## src/rtl/clkdiv_pwrctl.sv

```systemverilog
module clkdiv_pwrctl #(
  parameter int DF_W         = 4,
  parameter int MF_W         = 12,
  parameter int MF_ALIGN_MAX = 4,
  parameter int SETTLE_CYC   = 8
) (
  input  logic        clk,
  input  logic        rst_n,
  input  logic        wr_en,
  input  logic [23:0] wr_data,
  output logic [23:0] rd_data,
  input  logic        ref_edge,
  input  logic        pll_lock,
  input  logic        stop_req,
  output logic        div_en,
  output logic        ckout_en,
  output logic        stall,
  output logic        xtal_force_hi,
  output logic        xtal_drv_en,
  output logic        pll_en,
  output logic        osc_en
);
  localparam int REG_W    = 24;
  localparam int CNT_W    = (1 << DF_W) - 1;
  localparam int DF_LO    = MF_W;
  localparam int XD_BIT   = MF_W + DF_W;
  localparam int KEEP_BIT = XD_BIT + 1;
  localparam int SET_W    = $clog2(SETTLE_CYC + 1);

  typedef enum logic [1:0] {PS_RUN, PS_STOP, PS_RELOCK} pstate_t;

  logic [MF_W-1:0]  reg_mf;
  logic [DF_W-1:0]  reg_df, cur_df;
  logic             reg_xd, reg_keep;
  logic [CNT_W-1:0] cnt;
  logic             align_req, align_wait;
  logic [SET_W-1:0] settle;
  pstate_t          pst;

  wire [DF_W-1:0]  wr_df   = wr_data[DF_LO +: DF_W];
  wire [MF_W-1:0]  wr_mf   = wr_data[MF_W-1:0];
  wire [CNT_W-1:0] mask    = ~({CNT_W{1'b1}} << cur_df);
  wire             running = (pst == PS_RUN);
  wire             at_wrap = running && !align_wait && (cnt == mask);
  wire             pend    = (reg_df != cur_df);
  wire             low_mf  = (wr_mf <= MF_W'(MF_ALIGN_MAX));

  assign div_en        = at_wrap;
  assign ckout_en      = at_wrap;
  assign stall         = align_req;
  assign pll_en        = !(pst == PS_STOP && !reg_keep);
  assign osc_en        = pll_en;
  assign xtal_force_hi = reg_xd;
  assign xtal_drv_en   = !reg_xd && osc_en;
  assign rd_data       = REG_W'({reg_keep, reg_xd, reg_df, reg_mf});

  always_ff @(posedge clk) begin
    if (!rst_n) begin
      reg_mf   <= '0;
      reg_df   <= '0;
      reg_xd   <= 1'b0;
      reg_keep <= 1'b0;
    end else if (wr_en) begin
      reg_mf   <= wr_mf;
      reg_df   <= wr_df;
      reg_xd   <= wr_data[XD_BIT];
      reg_keep <= wr_data[KEEP_BIT];
    end
  end

  always_ff @(posedge clk) begin
    if (!rst_n) begin
      cnt        <= '0;
      cur_df     <= '0;
      align_wait <= 1'b0;
    end else begin
      if (!running || align_wait || cnt == mask) cnt <= '0;
      else                                       cnt <= cnt + 1'b1;
      if (at_wrap && pend) begin
        cur_df     <= reg_df;
        align_wait <= align_req;
      end else if (align_wait && ref_edge) begin
        align_wait <= 1'b0;
      end
    end
  end

  always_ff @(posedge clk) begin
    if (!rst_n)                      align_req <= 1'b0;
    else if (wr_en)                  align_req <= (low_mf && wr_df != cur_df) || (align_wait && !ref_edge);
    else if (align_wait && ref_edge) align_req <= 1'b0;
  end

  always_ff @(posedge clk) begin
    if (!rst_n) begin
      pst    <= PS_RUN;
      settle <= '0;
    end else begin
      case (pst)
        PS_RUN: begin
          settle <= '0;
          if (stop_req) pst <= PS_STOP;
        end
        PS_STOP: begin
          settle <= '0;
          if (!stop_req) pst <= reg_keep ? PS_RUN : PS_RELOCK;
        end
        PS_RELOCK: begin
          if (stop_req) begin
            pst    <= PS_STOP;
            settle <= '0;
          end else if (pll_lock) begin
            if (settle == SET_W'(SETTLE_CYC - 1)) begin
              pst    <= PS_RUN;
              settle <= '0;
            end else begin
              settle <= settle + 1'b1;
            end
          end else begin
            settle <= '0;
          end
        end
        default: pst <= PS_RUN;
      endcase
    end
  end
endmodule


```

## config.mk

```make
export PLATFORM = sky130hd
export DESIGN_NAME = clkdiv_pwrctl
export DESIGN_NICKNAME = d
export VERILOG_FILES = /design/src/rtl/clkdiv_pwrctl.sv
export SDC_FILE = /design/constraint.sdc
export NUM_CORES = 1
export LEC_CHECK = 0
export BUFFER_PORTS_ARGS = -buffer_cell sky130_fd_sc_hd__buf_2
export CAP_MARGIN = 20
export CORE_AREA = 8 8 75 77
export CTS_BUF_LIST = sky130_fd_sc_hd__clkbuf_8
export DETAILED_ROUTE_END_ITERATION = 8
export DIE_AREA = 0 0 83 85
export PLACE_DENSITY = 0.82
export SETUP_SLACK_MARGIN = 0.4
export SLEW_MARGIN = 30
export SYNTH_ARGS = -nofsm -noshare
export SYNTH_HDL_FRONTEND = slang
export SYNTH_SLANG_ARGS = --single-unit
```

## constraint.sdc

```tcl
create_clock -name clk -period 4.9 [get_ports clk]
set_input_delay 0.98 -clock clk [delete_from_list [all_inputs] [get_ports clk]]
set_output_delay 0.98 -clock clk [all_outputs]
set_load 0.02 [all_outputs]
```

==> results.md <==
- Post-synth ARST share: 0
- Worst Tran Pin Value: 738 ps
- First-pass GRT wire length: 8560 µm
- 1st-iter DRT viols: about 110
- Static Leak: 1.11 nW
- Vias in the first global route: approximately 2000
- # rows: 25
- Total gr overflow: 0
- Initial antenna violation count: 0
- Synth Flop Type: dfxtp_1
- Cells after synthesis: 286
- Fmax: 0.279 GHz
- Seq cells post-synth: between 40 and 50
- Power density over the cells: 359 mW/mm²
- Die width: 83 µm
- Post-CTS sizing: 0
- Total GRT Usage: 0.141
- Die area: 0.00706 mm²
- Area after DPL: 0.00255 mm²
- Total power: approximately 0.95 mW
- Final setup fails: 0
- ANT nets after route: 0
- Final critical-path setup slack: 1320 ps
- Cell Area, Synth: between 0.002 and 0.0025 mm²
- Number of max-cap violations: 0
- Vias/cell: 5.49
- Synthesized area per cell: 8.32 µm²
- WS Path Type: reg2out
- Largest net degree at the start of global routing: 26
- Total Neg Setup Slack: 0 ps
- Footprint of the multi-input gates: 0.00131 mm²
- Clock tree buffer depth: 2
- DP HPWL: 3800 µm
- Post-synth top area share: 0.379
- Crit path time final: roughly 3600 ps
- Share of cells above drive strength 1: 0.197
- Unrepaired setup endpoints after global routing: false
- Num CTS Buffers: 5
- GP Congestion: 0.839
- Register area: 901 µm²
- Core Area: 0.00454 mm²
- Fillers: 405
- Area contributors post-synth: dfxtp_1, mux2i_1, nor2_1
- Post-Route WL: 5060 µm
- Worst Path Buf+Inv: 1
- Crit path cell chain: o21ai_0, and3_1, a211oi_1, nand4_1, nor2_1, buf_2
- VDD IR-drop max: 0.000233 V
- CP Max Fanout: 25
- Crit path launch type: register
- Clock Latency Late Sink: 300 ps
- Initial core utilization: 0.525
- Max-slew headroom: 0.507
- Die Span Y: 85 µm
- Antenna diodes: 0
- Synth area leader: dfxtp_1
- Worst Clk Skew: 3.63 ps
- Post-CTS setup buffer count: 0
- CTS tree: yes
- Final worst path period share: 0.732
- Sink Count: 45
- Worst EP required: 3920 ps
- # IOs: 61
- CTS root buffer: clkbuf_8
- Final hold viol count: 0
- Number of buffers added on ports: 48
- Part of the Yosys area used for sequential elements: 0.379
- Design area: 0.00264 mm²
- YS warnings: 0
- DR DRC count: 0
- Arrival @ worst endpoint: 2600 ps
- Status: completed
- Most frequent cells in the layout: nor2_1, buf_2, dfxtp_1
- Critical Path Sink Type: output port
- Via Count: 2052
- CTS H-tree depth: 2
- WL/cell: 13.5 µm
- Area growth syn-to-layout: 10.8%
- Slowest stage delay, CP: 800 ps
- Worst Hold Class: reg2reg
- Most common library cell in the layout ignoring fill and taps: nor2_1
- Pre-antenna DRT Iters: 4
- Hold Buf Count CTS: 0
- Hold WS: 497 ps
- Slowest cell on the critical path: dfxtp_1
- Clock-pin slew on the worst setup and hold paths: 80 ps
- Nets: between 300 and 400
- Final max-slew violation count: 0
- Synth unique cells: 46
- CP delay by family, top: flip-flops
- Place WS: 1660 ps
- Number of synthesized flops with an enable pin: 0
-- worst paths after layout --
kind | start | endpoint | slack (ps) | depth (start not counted)
min | reg_mf[6]$_SDFFE_PN0P_ | reg_mf[6]$_SDFFE_PN0P_ | 500 | 2
max reg2reg | cur_df[2]$_SDFFE_PN0P_ | cnt[6]$_SDFF_PP0_ | 2320 | 6
max | cur_df[2]$_SDFFE_PN0P_ | div_en | 1320 | 6
min reg2reg | reg_mf[6]$_SDFFE_PN0P_ | reg_mf[6]$_SDFFE_PN0P_ | 500 | 2
-- Yosys cell counts, types with 2 or more instances --
cell type / instances
nor2_1: 51
dfxtp_1: 45
mux2i_1: 22
nand2_1: 20
xnor2_1: 14
buf_4: 10
nor3_1: 10
xor2_1: 10
clkbuf_1: 9
a21oi_1: 8
inv_1: 8
nand3_1: 8
buf_2: 7
nand2b_1: 6
o21ai_0: 6
a31oi_1: 5
nand4_1: 4
or4_1: 4
a211oi_1: 3
a311oi_1: 2
a31o_2: 2
a32oi_1: 2
and2_1: 2
and3_1: 2
and4_1: 2
ha_1: 2
nor2b_1: 2
o21bai_1: 2
-- flip-flops by register name, indices dropped and copies added, names as in the netlist --
register       flops
cnt               15
pst                2
align_wait         1
reg_mf            12
cur_df             4
stall              1
reg_df             4
xtal_force_hi      1
reg_keep           1
settle             4
-- routing by layer --
layer	vias up	wire, µm	global-route usage
met5	-	0	0
li1	1030	-	-
met1	942	2110	0.142
met2	71	2410	0.248
met3	9	456	0.0651
met4	0	80	0.0575
-- cell families (layout without fill, tap and decap cells) --
family                   count (synthesis)  after routing  share of synthesized area
AND/OR/NAND/NOR                        117            117                      0.234
flip-flops                              45             45                      0.379
AO/OA/AOI/OAI                           39             39                      0.115
buffers and inverters                   36             65                     0.0794
XOR/XNOR                                24             24                     0.0883
multiplexers                            22             22                     0.0925
adder cells (fa/ha/maj)                  2              2                     0.0105
other                                    1              6                    0.00158
-- report_power, final --
group	internal (mW)	total (mW)	switching (mW)
Combinational	0.123	0.300	0.177
Clock	0.0983	0.220	0.122
Sequential	0.386	0.427	0.0414
Total	0.607	0.947	0.340
-- layout make-up --
class                           count  area share
Multi-Input combinational cell    210       0.496
Sequential cell                    45       0.342
Timing Repair Buffer               48      0.0911
Clock buffer                        5      0.0261
Tap cell                           54      0.0256
Inverter                            9      0.0128
Clock inverter                      3     0.00664
-- metrics by stage --
step                       util  cells
after floorplan               -    291
after global placement    0.562    366
after detailed placement  0.562    366
after CTS                 0.582    374
after global routing      0.582    374
final                     0.582    374
-- worst reg2reg max path, stage by stage, from the launching register on --
cell      delay (ps)
dfxtp_1          800
o21ai_0          240
and3_1           240
a211oi_1         230
nand4_1          220
o211ai_2         590
nor2_1           120
Power figures use the tool's default switching activity.
